**src/rtl/lsu_pkg.sv**
```systemverilog
package lsu_pkg;

  localparam int DATA_W = 64;
  localparam int LANES  = DATA_W / 8;
  localparam int LANE_W = $clog2(LANES);

  typedef enum logic [1:0] {
    OP_LOAD  = 2'd0,
    OP_STORE = 2'd1,
    OP_LDX   = 2'd2,
    OP_STX   = 2'd3
  } lsu_op_e;

  typedef enum logic [1:0] {
    SZ_BYTE = 2'd0,
    SZ_HALF = 2'd1,
    SZ_WORD = 2'd2,
    SZ_DBL  = 2'd3
  } lsu_size_e;

  // lanes touched by an access of 2^sz bytes starting at lane
  function automatic logic [LANES-1:0] lane_mask(lsu_size_e sz, logic [LANE_W-1:0] lane);
    logic [LANES-1:0] run;
    run = LANES'((32'd1 << (32'd1 << sz)) - 32'd1);
    return run << lane;
  endfunction

  function automatic logic is_aligned(lsu_size_e sz, logic [LANE_W-1:0] lane);
    logic [LANE_W-1:0] low;
    low = LANE_W'((32'd1 << sz) - 32'd1);
    return (lane & low) == '0;
  endfunction

  function automatic logic [DATA_W-1:0] steer(logic [DATA_W-1:0] d, logic [LANE_W-1:0] lane);
    return d << {lane, 3'b000};
  endfunction

  function automatic logic [DATA_W-1:0] extract(logic [DATA_W-1:0] d, logic [LANE_W-1:0] lane,
                                                lsu_size_e sz);
    logic [DATA_W-1:0] sh;
    sh = d >> {lane, 3'b000};
    case (sz)
      SZ_BYTE: return {{(DATA_W-8){1'b0}}, sh[7:0]};
      SZ_HALF: return {{(DATA_W-16){1'b0}}, sh[15:0]};
      SZ_WORD: return {{(DATA_W-32){sh[31]}}, sh[31:0]};
      default: return sh;
    endcase
  endfunction

endpackage

```
**src/rtl/lsu_agen.sv**
```systemverilog
module lsu_agen
  import lsu_pkg::*;
#(
  parameter int ADDR_W = 64,
  parameter int OFF_W  = 12
) (
  input  lsu_op_e           op_i,
  input  lsu_size_e         size_i,
  input  logic [ADDR_W-1:0] base_i,
  input  logic [OFF_W-1:0]  offset_i,
  output logic [ADDR_W-1:0] ea_o,
  output lsu_size_e         size_o,
  output logic [LANE_W-1:0] lane_o,
  output logic              aligned_o
);
  logic              excl;
  logic [ADDR_W-1:0] off_ext;

  assign excl    = (op_i == OP_LDX) || (op_i == OP_STX);
  assign off_ext = {{(ADDR_W-OFF_W){offset_i[OFF_W-1]}}, offset_i};
  assign ea_o    = excl ? base_i : base_i + off_ext;
  assign size_o  = excl ? SZ_DBL : size_i;
  assign lane_o  = ea_o[LANE_W-1:0];
  assign aligned_o = is_aligned(size_o, lane_o);
endmodule

```
**src/rtl/lsu_store_path.sv**
```systemverilog
module lsu_store_path
  import lsu_pkg::*;
(
  input  logic              en_i,
  input  logic [DATA_W-1:0] wdata_i,
  input  logic [LANE_W-1:0] lane_i,
  input  lsu_size_e         size_i,
  output logic [LANES-1:0]  be_o,
  output logic [DATA_W-1:0] data_o
);
  assign be_o   = en_i ? lane_mask(size_i, lane_i) : '0;
  assign data_o = steer(wdata_i, lane_i);
endmodule

```
**src/rtl/lsu_load_ret.sv**
```systemverilog
module lsu_load_ret
  import lsu_pkg::*;
(
  input  logic              clk,
  input  logic              rst_n,
  input  logic              issue_i,
  input  logic [LANE_W-1:0] lane_i,
  input  lsu_size_e         size_i,
  input  logic [DATA_W-1:0] rdata_i,
  output logic              valid_o,
  output logic [DATA_W-1:0] data_o
);
  logic              valid_q;
  logic [LANE_W-1:0] lane_q;
  lsu_size_e         size_q;

  always_ff @(posedge clk) begin
    if (!rst_n) begin
      valid_q <= 1'b0;
      lane_q  <= '0;
      size_q  <= SZ_BYTE;
    end else begin
      valid_q <= issue_i;
      if (issue_i) begin
        lane_q <= lane_i;
        size_q <= size_i;
      end
    end
  end

  assign valid_o = valid_q;
  assign data_o  = valid_q ? extract(rdata_i, lane_q, size_q) : '0;

  AST_LOAD_LATENCY: assert property (@(posedge clk) disable iff (!rst_n)
    issue_i |=> valid_o);
endmodule

```
**src/rtl/lsu_excl_mon.sv**
```systemverilog
module lsu_excl_mon #(
  parameter int DW_W = 61
) (
  input  logic            clk,
  input  logic            rst_n,
  input  logic            ldx_i,
  input  logic            stx_i,
  input  logic            st_i,
  input  logic [DW_W-1:0] dw_i,
  output logic            res_valid_o,
  output logic            match_o
);
  logic            res_valid_q;
  logic [DW_W-1:0] res_dw_q;
  logic            plain_hit;

  assign match_o   = res_valid_q && (res_dw_q == dw_i);
  assign plain_hit = st_i && match_o;

  always_ff @(posedge clk) begin
    if (!rst_n) begin
      res_valid_q <= 1'b0;
      res_dw_q    <= '0;
    end else if (ldx_i) begin
      res_valid_q <= 1'b1;
      res_dw_q    <= dw_i;
    end else if (stx_i || plain_hit) begin
      res_valid_q <= 1'b0;
    end
  end

  assign res_valid_o = res_valid_q;

  AST_LDX_ARMS: assert property (@(posedge clk) disable iff (!rst_n)
    ldx_i |=> res_valid_o && (res_dw_q == $past(dw_i)));
  AST_STX_DISARMS: assert property (@(posedge clk) disable iff (!rst_n)
    stx_i |=> !res_valid_o);
  AST_STORE_HIT_DISARMS: assert property (@(posedge clk) disable iff (!rst_n)
    (st_i && match_o) |=> !res_valid_o);
  AST_RES_QUIET: assert property (@(posedge clk) disable iff (!rst_n)
    !(ldx_i || stx_i || st_i) |=> $stable(res_valid_o));
endmodule

```
**src/rtl/lsu_core.sv**
```systemverilog
module lsu_core
  import lsu_pkg::*;
#(
  parameter int ADDR_W = 64,
  parameter int OFF_W  = 12
) (
  input  logic              clk,
  input  logic              rst_n,
  input  logic              req_valid,
  input  logic [1:0]        req_op,
  input  logic [1:0]        req_size,
  input  logic [ADDR_W-1:0] req_base,
  input  logic [OFF_W-1:0]  req_offset,
  input  logic [63:0]       req_wdata,
  output logic              mem_rd_en,
  output logic              mem_wr_en,
  output logic [ADDR_W-1:0] mem_addr,
  output logic [7:0]        mem_be,
  output logic [63:0]       mem_wdata,
  input  logic [63:0]       mem_rdata,
  output logic              align_err,
  output logic              ld_valid,
  output logic [63:0]       ld_data,
  output logic              stx_valid,
  output logic [63:0]       stx_status
);
  localparam int DW_W = ADDR_W - LANE_W;

  lsu_op_e           op;
  logic [ADDR_W-1:0] ea;
  lsu_size_e         eff_size;
  logic [LANE_W-1:0] lane;
  logic              aligned;

  // named internal events
  logic              acc_ok;
  logic              ev_load;
  logic              ev_store;
  logic              ev_ldx;
  logic              ev_stx;
  logic              res_valid;
  logic              res_match;
  logic              write_go;

  logic              stx_valid_q;
  logic              stx_fail_q;

  assign op = lsu_op_e'(req_op);

  lsu_agen #(.ADDR_W(ADDR_W), .OFF_W(OFF_W)) u_agen (
    .op_i      (op),
    .size_i    (lsu_size_e'(req_size)),
    .base_i    (req_base),
    .offset_i  (req_offset),
    .ea_o      (ea),
    .size_o    (eff_size),
    .lane_o    (lane),
    .aligned_o (aligned)
  );

  assign align_err = req_valid && !aligned;
  assign acc_ok    = req_valid && aligned;
  assign ev_load   = acc_ok && (op == OP_LOAD);
  assign ev_store  = acc_ok && (op == OP_STORE);
  assign ev_ldx    = acc_ok && (op == OP_LDX);
  assign ev_stx    = acc_ok && (op == OP_STX);

  lsu_excl_mon #(.DW_W(DW_W)) u_excl (
    .clk         (clk),
    .rst_n       (rst_n),
    .ldx_i       (ev_ldx),
    .stx_i       (ev_stx),
    .st_i        (ev_store),
    .dw_i        (ea[ADDR_W-1:LANE_W]),
    .res_valid_o (res_valid),
    .match_o     (res_match)
  );

  assign write_go  = ev_store || (ev_stx && res_match);
  assign mem_wr_en = write_go;
  assign mem_rd_en = ev_load || ev_ldx;
  assign mem_addr  = {ea[ADDR_W-1:LANE_W], {LANE_W{1'b0}}};

  lsu_store_path u_store (
    .en_i    (write_go),
    .wdata_i (req_wdata),
    .lane_i  (lane),
    .size_i  (eff_size),
    .be_o    (mem_be),
    .data_o  (mem_wdata)
  );

  lsu_load_ret u_load (
    .clk     (clk),
    .rst_n   (rst_n),
    .issue_i (mem_rd_en),
    .lane_i  (lane),
    .size_i  (eff_size),
    .rdata_i (mem_rdata),
    .valid_o (ld_valid),
    .data_o  (ld_data)
  );

  always_ff @(posedge clk) begin
    if (!rst_n) begin
      stx_valid_q <= 1'b0;
      stx_fail_q  <= 1'b0;
    end else begin
      stx_valid_q <= ev_stx;
      if (ev_stx) stx_fail_q <= !res_match;
    end
  end

  assign stx_valid  = stx_valid_q;
  assign stx_status = {{(DATA_W-1){1'b0}}, stx_fail_q};

  AST_MISALIGN_NO_ACCESS: assert property (@(posedge clk) disable iff (!rst_n)
    align_err |-> !mem_rd_en && !mem_wr_en);
  AST_STX_WRITE_NEEDS_RES: assert property (@(posedge clk) disable iff (!rst_n)
    (mem_wr_en && op == OP_STX) |-> res_valid && mem_be == '1);
  AST_STATUS_AFTER_STX: assert property (@(posedge clk) disable iff (!rst_n)
    stx_valid |-> $past(req_valid && op == OP_STX && aligned));
  AST_LOAD_AFTER_READ: assert property (@(posedge clk) disable iff (!rst_n)
    ld_valid |-> $past(mem_rd_en));
  AST_WRITE_HAS_LANES: assert property (@(posedge clk) disable iff (!rst_n)
    mem_wr_en |-> mem_be[lane] && mem_be != '0);
endmodule

```
**config.mk**
```make
export PLATFORM = sky130hd
export DESIGN_NAME = lsu_core
export DESIGN_NICKNAME = d
export VERILOG_FILES = /design/src/rtl/lsu_pkg.sv /design/src/rtl/lsu_agen.sv /design/src/rtl/lsu_store_path.sv /design/src/rtl/lsu_load_ret.sv /design/src/rtl/lsu_excl_mon.sv /design/src/rtl/lsu_core.sv
export SDC_FILE = /design/constraint.sdc
export NUM_CORES = 1
export LEC_CHECK = 0
export BUFFER_PORTS_ARGS = -buffer_cell sky130_fd_sc_hd__buf_2
export CAP_MARGIN = 20
export CORE_MARGIN = 2
export CORE_UTILIZATION = 45
export CTS_CLUSTER_SIZE = 24
export DETAILED_ROUTE_END_ITERATION = 8
export PLACE_DENSITY_LB_ADDON = 0.15
export SYNTH_ARGS = -nofsm -noshare
export SYNTH_HDL_FRONTEND = slang
export SYNTH_SLANG_ARGS = --single-unit
```
**constraint.sdc**
```tcl
create_clock -name clk -period 4.42 [get_ports clk]
set_clock_uncertainty 0.2 [all_clocks]
set_input_delay 0.663 -clock clk [delete_from_list [all_inputs] [get_ports clk]]
set_output_delay 0.663 -clock clk [all_outputs]
set_load 0.02 [all_outputs]
```
== After elaboration in Yosys (flattened, before gate mapping) ==
Cells that the tools add are included.
Word-level totals
  register bits: 70
  output and inout port bits: 269
  word-level logic and storage cells: 48
Cells by class
  reduce and logical (&&, ||, !) cells: 19
  shift operators: 5
  muxes and demuxes: 7
  bitwise logic cells: 1
  eq/ne operators: 6
  add/subtract/negate cells: 3
Operators by type and width (number)
  64-bit one-hot mux with 3 select lines: 1
  64-bit two-way mux: 2
  64-bit adder: 1
  64-bit by 6-bit left shift with 64-bit output: 1
  64-bit by 6-bit >> shifter with 64-bit output: 1
  61-bit equality test: 1
  1-bit by 2-bit left shift with 32-bit output, first input constant: 1
  1-bit by 32-bit left shift with 8-bit output, first input constant: 1
  1-bit logical AND: 9
  8-bit two-way mux: 1
  8-bit by 3-bit left shift with 8-bit output: 1
  8-bit by 1-bit subtractor with 8-bit output, second input constant: 1
  2-bit equality test, second input constant: 3
  2-bit by 1-bit equality test with 1-bit output, second input constant: 2
  2-bit zero test: 2
  1-bit logical OR: 4
  3-bit bitwise AND: 1
  3-bit zero test: 1
  3-bit by 1-bit subtractor with 3-bit output, second input constant: 1
  1-bit zero test: 2
  1-bit two-way mux: 2
  2-bit two-way mux: 1
  2-bit nonzero test: 1

== Longest topological paths before layout ==
  depth after elaboration: 13
  mapped depth: 16

== By module ==
From an unflattened synthesis, not the netlist that was laid out.
Second synthesis, totals
  cells, all modules: 1724
  area total of the unflattened synthesis: 13096.3 µm²
By module, submodules not included
  lsu_agen: cells an instance 710, instances 1, area an instance 4501.8 µm², seq. area each 0.0 µm²
  lsu_excl_mon: cells an instance 329, instances 1, area an instance 3219.3 µm², seq. area each 1241.2 µm²
  lsu_load_ret: cells an instance 307, instances 1, area an instance 2551.2 µm², seq. area each 120.1 µm²
  lsu_store_path: cells an instance 295, instances 1, area an instance 2195.9 µm², seq. area each 0.0 µm²
  lsu_core: cells an instance 83, instances 1, area an instance 628.1 µm², seq. area each 40.0 µm²

== Worst setup path after synthesis ==
No wires, ideal clock.
  path kind: input -> output
  from: in req_base[0]
  to: out mem_be[1]
  path buffers: 0
  cell stages on the path: 15
  setup slack: -0.624 ns
  data required time: 3.557 ns
  data arrival time: 4.181 ns
  path through: ha_1 inv_1 fa_1 nor2b_4 o31a_4 o21ai_2 a211oi_2 o41a_1 o21a_1 o21a_1 o31ai_1 xor2_1 nor4b_2 nand4_2 a2111oi_2
RTL lines
  start: declaration: line lsu_core.sv:12  | input logic [ADDR_W-1:0] req_base,
  64-bit adder: line lsu_agen.sv:21  | assign ea_o = excl ? base_i : base_i + off_ext;
  64-bit two-way mux: line lsu_agen.sv:21
  via ea[36]: line lsu_core.sv:30  | logic [ADDR_W-1:0] ea;
  61-bit equality test: line lsu_excl_mon.sv:17  | assign match_o = res_valid_q && (res_dw_q == dw_i);
  1-bit logical AND: line lsu_excl_mon.sv:17
  1-bit logical AND: line lsu_core.sv:79  | assign write_go = ev_store || (ev_stx && res_match);
  1-bit logical OR: line lsu_core.sv:79
  8-bit two-way mux: line lsu_store_path.sv:11  | assign be_o = en_i ? lane_mask(size_i, lane_i) : '0;
  end: declaration: line lsu_core.sv:18  | output logic [7:0] mem_be,
The timed path passes the listed nets, and every way through them passes these cells.

== Final worst setup path ==
  from: in req_offset[11]
  to: out mem_be[7]
On the way
  word-level cells in the longest chain between the ends: 7
Ends and longest elaborated chain
  start: declaration: line lsu_core.sv:13  | input logic [OFF_W-1:0] req_offset,
  64-bit adder: line lsu_agen.sv:21
  64-bit two-way mux: line lsu_agen.sv:21
  61-bit equality test: line lsu_excl_mon.sv:17
  1-bit logical AND: line lsu_excl_mon.sv:17
  1-bit logical AND: line lsu_core.sv:79
  1-bit logical OR: line lsu_core.sv:79
  8-bit two-way mux: line lsu_store_path.sv:11
No other way between the ends.

==> metrics.txt <==
Layout Nets 3277; Yosys warning count 0; critical-path cell list buf_12 > buf_16 > buf_16 > ha_4 > buf_6 > nand4_1 > buf_4 > nor4_4 > o22ai_1 > mux2_4 > a221o_1 > a2111o_1 > nor4_2 > and4_1 > and4_4 > nand4_4 > buf_12 > a211oi_4 > buf_6; DR pass1 iterations 6; worst-case clock buffer depth 2; Syn-to-layout area delta 56.6%; post-synth top area cell dfxtp_1; Cells after Synth 2182; RSZ-0062 raised after global routing true; largest net degree at the start of global routing slightly above 60; vias in the first global route 19400; Std-Cell Rows 67; GPL Wtd Cong 1.05; IO Pins 480; Final Power 5.08 mW; Initial Util 0.454; worst flop-to-flop path endpoint u_excl.res_valid_o; CP Max Fanout 8; fmax 176 MHz; Final ANT Viol Nets 0; required time of the critical path 3.56 ns; Period Utilization, post-route 1.28; Inserted Clock Buffers 9; Chip Width 187 um; Remaining Overflow, GRT 0; Filler cells 2820; routed len/inst 22.1 um; PwrDens 215 nW/um2; Slew HR 0.309; FF-to-FF setup slack approximately 0.55 ns; Lkg Pwr 10.5 nW; Seq/Total Area, Yosys 0.0928; WL final 76.6 mm; drt drc 0; FF-to-FF path depth 15; max_cap viols 0; top cell type's share of synthesized area 0.0928; worst hold path type reg -> reg; CTS Root Cell clkbuf_16; RR Startpoint u_excl.res_dw_q[10]; synth unique cells 112; WP buf/inv 7; Critical Path Sink mem_be[7]; WHS 0.268 ns; port bufs 413; Mapped Avg Cell Area 6.92 um2; share of cells above drive strength 1 0.474; most frequent cell after synthesis nand2_1; maximum vdd drop 0.234 mV; Core Area 33300 um2; cell area after synthesis ~15000 um2; antenna violations before repair 10; Worst-path clk slew 0.06 ns; Post-synth EDFFs 0; fin util 0.711; CP Launch Point req_offset[11]; WP depth 19; starting DRC count in detailed routing 2208; ys flop type dfxtp_1; hold buffer count at cts 0; post-DP HPWL 59.5 mm; Worst Setup End Kind primary output; H-tree levels 3; Slew @ Worst Pin 1.03 ns; critical path's largest stage delay 0.39 ns; TritonCTS clock tree done; min Tclk post-route 5.67 ns; clock net sink count 70; crit start category input port; Setup Viol. Count Final 15; slowest stage cell, crit path a2111o_1; first-pass GRT wire length 112 mm; async set or reset register ratio after synthesis 0; fin worst setup slack -1.25 ns; most frequent cells after synthesis nand2_1, nor2_1, a21oi_1; DR vias/cell approximately 6.0; clock latency on the worst-skew pair between 0.3 and 0.4 ns; CP top delay family simple AND/OR/NAND/NOR gates; Seq cells post-synth 70; detailed-route via count just over 20000; Setup CP Type in -> out; die area 35000 um2; status finished with violations; failing checks negative setup slack; top cells by area, synth dfxtp_1, nand2_1, buf_4; count of pins over their slew limit 0; Worst Path Arrival approximately 4.8 ns; gr usage total 0.407; endpoints failing hold 0; Die Ht 187 um
## worst min-delay path, delay by kind of cell, from the launching register on
kind             cells  cell delay, ns
AO/OA/AOI/OAI        1            0.05
flip-flops           1            0.32
AND/OR/NAND/NOR      1            0.05
## flip-flops by register name, indices dropped and copies added, names as in the netlist
register and cells:
u_excl.res_valid_o 1, u_load.valid_o 1, stx_valid 1, u_load.size_q 2, u_excl.res_dw_q 61, u_load.lane_q 3
stx_fail_q 1
## kinds of logic after synthesis
kind of cell / count (synthesis) / share of synthesized area
AO/OA/AOI/OAI: 637 / 0.289
XOR/XNOR: 86 / 0.0508
adder cells (fa/ha/maj): 64 / 0.0535
buffers and inverters: 310 / 0.118
flip-flops: 70 / 0.0928
multiplexers: 135 / 0.119
other: 1 / 0.000248
AND/OR/NAND/NOR: 879 / 0.278
## layout make-up
| class | instances | area (um2) | share of cell area |
|---|---|---|---|
| Antenna cell | 9 | 22.5 | 0.000952 |
| Inverter | 23 | 86.3 | 0.00365 |
| Clock inverter | 6 | 87.6 | 0.00370 |
| Timing Repair Buffer | 1031 | 7160 | 0.303 |
| Sequential cell | 70 | 1410 | 0.0594 |
| Multi-Input combinational cell | 1867 | 14100 | 0.596 |
| Clock buffer | 10 | 229 | 0.00968 |
| Tap cell | 448 | 561 | 0.0237 |
## layout by cell type (no fill, tap or decap), types with 18 or more instances in the layout
cell type	count
o21a_1	47
xnor2_1	47
a21boi_0	24
conb_1	66
ha_4	52
and2_1	20
nand3_1	38
a21oi_2	39
nand2_1	347
buf_2	392
dfxtp_1	68
nor2b_1	24
a211oi_1	18
buf_6	42
o21ai_2	22
nand4_1	38
mux2i_1	80
nor2_1	199
xor2_1	29
o21ai_1	30
a21oi_1	147
nor3_1	43
mux4_2	34
o21ai_0	70
buf_4	579
inv_1	18
## through the flow
| step | TNS, ns | area [um2] | instances | setup WS (ns) |
|---|---|---|---|---|
| 6_report | -11.51 | 23700 | 3464 | -1.25 |
| 5_1_grt | -13.22 | 23700 | 3461 | -1.36 |
| 4_1_cts | -10.97 | 22800 | 3433 | -1.19 |
| 3_5_place_dp | -18.67 | 20900 | 3383 | -1.67 |
| 3_3_place_gp | -17.44 | 20900 | 3383 | -1.63 |
| 2_1_floorplan | -3.06 | 15600 | 2247 | -0.351 |
## report_power, final
| group | total (mW) | internal, mW | switching (mW) |
|---|---|---|---|
| Clock | 0.847 | 0.496 | 0.352 |
| Sequential | 0.670 | 0.645 | 0.0248 |
| Combinational | 3.56 | 1.57 | 2.00 |
| Total | 5.08 | 2.71 | 2.37 |
## metal layers
| metal | global-route usage | up-vias | part of all wire |
|---|---|---|---|
| li1 | - | 9425 | - |
| met1 | 0.524 | 9851 | 0.40 |
| met2 | 0.653 | 1207 | 0.45 |
| met3 | 0.0844 | 225 | 0.096 |
| met4 | 0.190 | 6 | 0.052 |
| met5 | 0 | - | 0.00057 |
## worst min path at each step
stage,depth (start not counted),end,slack [ns],startpoint
global route,2,u_excl.res_dw_q[54],0.29,u_excl.res_dw_q[54]
floorplan,2,u_excl.res_dw_q[47],0.25,u_excl.res_dw_q[47]
detailed placement,2,u_excl.res_dw_q[1],0.26,u_excl.res_dw_q[1]
global placement,2,u_excl.res_dw_q[1],0.25,u_excl.res_dw_q[1]
finish,2,u_excl.res_dw_q[1],0.27,u_excl.res_dw_q[1]
CTS,2,u_excl.res_dw_q[1],0.27,u_excl.res_dw_q[1]
## repair_timing
item	in CTS	in global routing
gates resized for setup	253	131
endpoints found under the setup margin	27	25
buffers inserted	33	21
cloned	2	2
pin swaps	68	49
Power figures use the tool's default switching activity.
